### src/rtl/pgbuf_pkg.sv
package pgbuf_pkg;

  localparam logic [7:0] OP_STREAM  = 8'h41;
  localparam logic [7:0] OP_SINGLE  = 8'h74;
  localparam logic [7:0] OP_COMMIT  = 8'h0E;
  localparam logic [7:0] OP_DISCARD = 8'h55;
  localparam logic [7:0] OP_CONFIRM = 8'hD0;

  typedef enum logic [2:0] {
    PB_IDLE,
    PB_STREAM,
    PB_SGL_DATA,
    PB_CMT_CONF,
    PB_CLR_CONF,
    PB_BUSY
  } pb_state_e;

endpackage

### src/rtl/pgbuf_store.sv
module pgbuf_store #(
  parameter int WORDS = 128,
  parameter int DW    = 16,
  localparam int CW   = $clog2(WORDS)
) (
  input  logic             clk,
  input  logic             rst_n,
  input  logic             we,
  input  logic [CW-1:0]    wcol,
  input  logic [DW-1:0]    wdata,
  input  logic             clr,
  output logic [WORDS-1:0] valid,
  input  logic [CW-1:0]    rcol,
  output logic [DW-1:0]    rdata
);

  logic [DW-1:0] mem [WORDS];

  // one register per column; valid flags carry the real state
  for (genvar i = 0; i < WORDS; i++) begin : g_word
    always_ff @(posedge clk) begin
      if (we && wcol == CW'(i)) mem[i] <= wdata;
    end
  end

  always_ff @(posedge clk or negedge rst_n) begin
    if (!rst_n)   valid <= '0;
    else if (clr) valid <= '0;
    else if (we)  valid[wcol] <= 1'b1;
  end

  // unloaded columns look erased to the programmer
  assign rdata = valid[rcol] ? mem[rcol] : {DW{1'b1}};

endmodule

### src/rtl/pgbuf_ctrl.sv
module pgbuf_ctrl
  import pgbuf_pkg::*;
#(
  parameter int ADDR_W      = 20,
  parameter int DW          = 16,
  parameter int WORDS       = 128,
  parameter int BANK1_WORDS = 131072,
  localparam int CW         = $clog2(WORDS),
  localparam int PW         = ADDR_W - CW
) (
  input  logic             clk,
  input  logic             rst_n,
  input  logic             wr_valid,
  output logic             wr_ready,
  input  logic [ADDR_W-1:0] wr_addr,
  input  logic [DW-1:0]    wr_data,
  input  logic [WORDS-1:0] mask,
  output logic             buf_we,
  output logic [CW-1:0]    buf_col,
  output logic [DW-1:0]    buf_wdata,
  output logic             buf_clr,
  output logic             commit_req,
  output logic [PW-1:0]    commit_base,
  input  logic             commit_done,
  output logic             err
);

  pb_state_e      st, st_n;
  logic [CW-1:0]  exp_col, exp_col_n;
  logic [PW-1:0]  base_q, base_n;
  logic           err_n;

  logic           acc;
  logic [CW-1:0]  col;
  logic [PW-1:0]  page;
  logic [7:0]     op;
  logic           in_bank1;
  logic           held;

  assign wr_ready  = (st != PB_BUSY);
  assign acc       = wr_valid && wr_ready;
  assign col       = wr_addr[CW-1:0];
  assign page      = wr_addr[ADDR_W-1:CW];
  assign op        = wr_data[7:0];
  assign in_bank1  = (wr_addr < ADDR_W'(BANK1_WORDS));
  assign held      = |mask;
  assign buf_col   = col;
  assign buf_wdata = wr_data;

  always_comb begin
    st_n      = st;
    exp_col_n = exp_col;
    base_n    = base_q;
    buf_we    = 1'b0;
    buf_clr   = 1'b0;
    err_n     = 1'b0;
    if (st == PB_BUSY) begin
      if (commit_done) begin
        buf_clr = 1'b1;
        st_n    = PB_IDLE;
      end
    end else if (acc) begin
      case (st)
        PB_IDLE: begin
          case (op)
            OP_STREAM: begin
              buf_clr   = 1'b1;
              exp_col_n = '0;
              st_n      = PB_STREAM;
            end
            OP_SINGLE:  st_n = PB_SGL_DATA;
            OP_COMMIT:  st_n = PB_CMT_CONF;
            OP_DISCARD: st_n = PB_CLR_CONF;
            default:    st_n = PB_IDLE;
          endcase
        end
        PB_STREAM: begin
          if (col == exp_col && (exp_col == '0 || page == base_q)) begin
            buf_we    = 1'b1;
            exp_col_n = exp_col + 1'b1;
            if (exp_col == '0) base_n = page;
            if (exp_col == CW'(WORDS - 1)) st_n = PB_BUSY;
          end else begin
            buf_clr = 1'b1;
            err_n   = 1'b1;
            st_n    = PB_IDLE;
          end
        end
        PB_SGL_DATA: begin
          if (in_bank1 && (!held || page == base_q)) begin
            buf_we = 1'b1;
            base_n = page;
          end else begin
            err_n = 1'b1;
          end
          st_n = PB_IDLE;
        end
        PB_CMT_CONF: begin
          if (op == OP_CONFIRM && in_bank1 && held) st_n = PB_BUSY;
          else begin
            err_n = 1'b1;
            st_n  = PB_IDLE;
          end
        end
        PB_CLR_CONF: begin
          if (op == OP_CONFIRM) buf_clr = 1'b1;
          else                  err_n   = 1'b1;
          st_n = PB_IDLE;
        end
        default: st_n = PB_IDLE;
      endcase
    end
  end

  always_ff @(posedge clk or negedge rst_n) begin
    if (!rst_n) begin
      st      <= PB_IDLE;
      exp_col <= '0;
      base_q  <= '0;
      err     <= 1'b0;
    end else begin
      st      <= st_n;
      exp_col <= exp_col_n;
      base_q  <= base_n;
      err     <= err_n;
    end
  end

  assign commit_req  = (st == PB_BUSY);
  assign commit_base = base_q;

  assert_hold_req_R9: assert property (@(posedge clk) disable iff (!rst_n)
    commit_req && !commit_done |=> commit_req && $stable(commit_base));

  assert_mask_frozen_R9: assert property (@(posedge clk) disable iff (!rst_n)
    commit_req && !commit_done |=> $stable(mask));

  assert_autoclear_R9: assert property (@(posedge clk) disable iff (!rst_n)
    commit_req && commit_done |=> (mask == '0) && wr_ready);

  assert_full_stream_R2: assert property (@(posedge clk) disable iff (!rst_n)
    $rose(commit_req) && $past(st == PB_STREAM) |-> (&mask));

  assert_nonempty_commit_R7: assert property (@(posedge clk) disable iff (!rst_n)
    $rose(commit_req) |-> (mask != '0));

  assert_err_no_commit_R3: assert property (@(posedge clk) disable iff (!rst_n)
    err |-> !commit_req);

endmodule

### src/rtl/pgbuf_loader.sv
module pgbuf_loader #(
  parameter int ADDR_W      = 20,
  parameter int DW          = 16,
  parameter int WORDS       = 128,
  parameter int BANK1_WORDS = 131072,
  localparam int CW         = $clog2(WORDS),
  localparam int PW         = ADDR_W - CW
) (
  input  logic              clk,
  input  logic              rst_n,
  input  logic              wr_valid,
  output logic              wr_ready,
  input  logic [ADDR_W-1:0] wr_addr,
  input  logic [DW-1:0]     wr_data,
  output logic              commit_req,
  output logic [PW-1:0]     commit_base,
  output logic [WORDS-1:0]  commit_mask,
  input  logic              commit_done,
  input  logic [CW-1:0]     rd_col,
  output logic [DW-1:0]     rd_data,
  output logic              err
);

  logic          buf_we;
  logic          buf_clr;
  logic [CW-1:0] buf_col;
  logic [DW-1:0] buf_wdata;

  pgbuf_ctrl #(
    .ADDR_W(ADDR_W), .DW(DW), .WORDS(WORDS), .BANK1_WORDS(BANK1_WORDS)
  ) ctrl_i (
    .clk(clk), .rst_n(rst_n),
    .wr_valid(wr_valid), .wr_ready(wr_ready),
    .wr_addr(wr_addr), .wr_data(wr_data),
    .mask(commit_mask),
    .buf_we(buf_we), .buf_col(buf_col), .buf_wdata(buf_wdata), .buf_clr(buf_clr),
    .commit_req(commit_req), .commit_base(commit_base),
    .commit_done(commit_done), .err(err)
  );

  pgbuf_store #(.WORDS(WORDS), .DW(DW)) store_i (
    .clk(clk), .rst_n(rst_n),
    .we(buf_we), .wcol(buf_col), .wdata(buf_wdata), .clr(buf_clr),
    .valid(commit_mask), .rcol(rd_col), .rdata(rd_data)
  );

endmodule

### config.mk
export PLATFORM = sky130hd
export DESIGN_NAME = pgbuf_loader
export DESIGN_NICKNAME = d
export VERILOG_FILES = /design/src/rtl/pgbuf_pkg.sv /design/src/rtl/pgbuf_store.sv /design/src/rtl/pgbuf_ctrl.sv /design/src/rtl/pgbuf_loader.sv
export SDC_FILE = /design/constraint.sdc
export NUM_CORES = 2
export LEC_CHECK = 0
export BUFFER_PORTS_ARGS = -buffer_cell sky130_fd_sc_hd__buf_2
export CAP_MARGIN = 20
export CORE_MARGIN = 2
export CORE_UTILIZATION = 28
export DETAILED_ROUTE_END_ITERATION = 8
export PLACE_DENSITY = 0.4
export REMOVE_ABC_BUFFERS = 1
export SYNTH_ARGS = -nofsm -noshare
export SYNTH_HDL_FRONTEND = slang
export SYNTH_SLANG_ARGS = --single-unit
### constraint.sdc
create_clock -name clk -period 6.4 [get_ports clk]
set_input_delay 1.92 -clock clk [delete_from_list [all_inputs] [get_ports clk]]
set_output_delay 1.92 -clock clk [all_outputs]
set_load 0.005 [all_outputs]
==> qor.yml <==
outcome:
  status: "finished, violations left"
  violations: "setup timing"
synthesis:
  ys_ff_latch: 2200
  synth_cell_types: 83
  yosys_warnings: 0
  synth_flop_cell: "edfxtp_1"
  synthCells: 4332
  synth_edf_count: 2048
  async_reset_ff_share_pct: 6.91
  syn_avg_cell_area_um2: 20.3
  ys_seq_area_share_pct: 74.4
  syn-cell-area_um2: 87800
final_layout:
  layout-drive-gt1-share_pct: 40.6
  final_cell_mix: "2048 x edfxtp_1, 544 x buf_4, 527 x mux4_2"
  mostFrequentLayoutCell: "edfxtp_1"
  final_area_um2: 110000
  utilization_pct: 35.4
  final_nets: 5267
  multiInputGateArea_um2: 22600
  instances_no_fill: 9552
  seqCellArea_um2: 65300
  fill_cells: 29313
  synthToLayoutAreaGrowth_pct: 25.6
clocking:
  cts_root_buf: "clkbuf_16"
  cts_max_level: 4
  cts_tree: "yes"
  cts.sinks: 2200
  cts.clk_slew.worst_paths_ns: 0.06
  clk_latency_ns: 0.92
  numCtsBuffers: 238
  cts_buffer_depth: 4
setup_path:
  start_kind: "input pin"
  critical_path.most_common_cell: "buf_12"
  ff2ff_path_depth: 10
  crit_fanout: 12
  critical_path_required_ns: 4.48
  end_kind: "primary output"
  path_cells: "buf_16 > buf_16 > buf_12 > mux4_2 > mux4_2 > o22ai_4 > a21oi_4 > o32ai_2 > buf_4 > nand2_8 > buf_12 > buf_12"
  r2r-start: "store_i.valid[55]$_DFFE_PN0P_"
  slowest_delay_ns: 0.58
  setup.worst_path.class: "in2out"
  rrSetupSlack_ns: 2.16
  arrival_ns: 4.63
  r2r_end: "store_i.mem[51][2]$_DFFE_PP_"
  crit_slowest_cell: "mux4_2"
global_route:
  track_usage_pct: 19.8
  antenna_found_initial: 30
  grt_overflow: 0
  grt_pass1_vias: 50265
  grt_pass1_wl_um: 437000
  grt_max_degree: 99
floorplanning:
  die_x_um: 564
  pin_count: 207
  core_area_um2: 312000
  dieArea_um2: 318000
  rows: 205
  fp.dieH_um: 564
  initial_core_util_pct: 28.2
min_path:
  holdPathStages: 1
  hold_path.class: "reg2reg"
  worstHoldStart: "ctrl_i.commit_base[6]$_DFFE_PN0P_"
  min_delay_worst_endpoint: "ctrl_i.commit_base[6]$_DFFE_PN0P_"
sta:
  fmax_ghz: 0.153
  setup_viol_count_final: 14
  relSlewSlack_pct: 18.4
  post-route-min-period_ns: 6.55
  min_period_over_period_pct: 102
  clock_skew_ns: 0.0685
  tightest_slew_ns: 1.22
  setup_tns_ns: -1.10
  maxSlewViolCount: 0
  setup_slack_ns: -0.150
  rsz0062_at_grt: "true"
  finalHoldViolCount: 0
  holdWs_ns: 0.542
power:
  finalPower_mw: 32.0
  cellPowerDensity_nw_per_um2: 290
  p_leak_nw: 36.1
  vdd_drop_max_mv: 0.208
detailed_routing:
  dr.pass1.iters: 7
  vias: 49537
  routedWlPerCell_um: 33.4
  drtIter0Drc: 5191
  antenna_left: 0
  drc: 0
  finalWirelength_um: 319000
  vias_per_cell: 5.19
run:
  drv_cap: 0
placement:
  place_area_um2: 100000
  hpwlAfterDp_um: 206000
  placed_cells: 9034
  numPortBuffers: 206
  post-place-ws_ns: -1.02
  gp_congestion: 0.833
==> per-layer routing <==
metal	up-vias	track usage (%)	wire length, um
met4	20	4.77	7790
li1	20191	-	-
met3	384	2.76	16900
met2	1704	32.2	153000
met5	-	0	115
met1	27238	28.0	142000
==> state kept, by name, indices dropped and copies added, names as in the netlist <==
register            count
ctrl_i.st               3
ctrl_i.commit_base     13
store_i.mem          2048
ctrl_i.exp_col          7
store_i.valid         128
ctrl_i.err              1
==> worst max-delay path, delay by kind of cell <==
kind                   cells  cell delay (ns)
multiplexers               2             1.11
AND/OR/NAND/NOR            1             0.09
buffers and inverters      6             0.91
AO/OA/AOI/OAI              3             0.53
==> final cells by class <==
type                       instances  share of cell area (%)
clock buffer                     288                    5.66
inverter                          12                  0.0431
antenna                           11                  0.0250
timing repair buffer             961                    8.64
multi-input combinational       1805                    20.5
tap                             4140                    4.70
clock inverter                   135                    1.24
sequential                      2200                    59.2
==> timing repair <==
| item | CTS | global route |
|---|---|---|
| pin swaps | 62 | 42 |
| endpoints found under the setup margin | 16 | 16 |
| hold buffers | 0 | 0 |
| gates cloned | 12 | 1 |
| gates resized for setup | 276 | 70 |
| setup buffers | 77 | 20 |
==> synth_stat cells, types with 5 or more instances <==
cell type	number	area (um^2)
nor3_1	16	80.1
nor2b_1	26	163
buf_2	93	465
o41ai_1	102	893
xnor2_1	14	123
a2111oi_0	11	96.3
nor2_1	51	191
inv_1	10	37.5
xor2_1	7	61.3
a22oi_1	82	616
o2111ai_1	8	70.1
buf_1	16	60.1
mux2i_1	103	1030
clkbuf_1	125	469
edfxtp_1	2048	61500
o211ai_1	17	128
mux4_2	527	11900
dfrtp_1	152	3800
mux2_1	10	113
and3_1	8	50.1
o22ai_1	34	213
a21oi_1	57	285
nand2b_1	12	75.1
a221oi_1	23	201
o41ai_2	30	488
buf_6	50	563
nand3b_1	5	37.5
a31oi_1	7	43.8
nand2_1	239	897
a22o_1	7	61.3
nand3_1	57	285
buf_4	24	180
nand4_1	26	163
a311oi_1	6	52.6
a211oi_1	14	105
mux2_2	28	315
or4_1	5	37.5
nor4_1	174	1090
o21ai_0	28	140
==> cell families after synthesis <==
group / synth area share [%]
compound gates: 4.28
xor+xnor: 0.209
fa+ha+maj: 0.0285
buf+inv: 2.17
flops: 74.4
mux: 15.2
simple gates: 3.76
==> worst max-delay path by stage <==
| stage | start | end | slack, ns | cells past startpoint |
|---|---|---|---|---|
| floorplan | wr_addr[14] | store_i.mem[0][0]$_DFFE_PP_ | -4.43 | 7 |
| global placement | rd_col[0] | rd_data[10] | -1.38 | 11 |
| detailed placement | rd_col[0] | rd_data[14] | -1.02 | 12 |
| CTS | rd_col[0] | rd_data[2] | -0.21 | 11 |
| global route | rd_col[0] | rd_data[5] | -0.14 | 13 |
| finish | rd_col[0] | rd_data[14] | -0.15 | 12 |
==> where the power goes <==
group | internal (mW) | switching [mW] | total, mW
clock | 7.96 | 5.78 | 13.7
combinational | 0.951 | 1.52 | 2.47
sequential | 15.8 | 0.0551 | 15.8
total | 24.7 | 7.35 | 32.0
(Power assumes the default switching activity.)
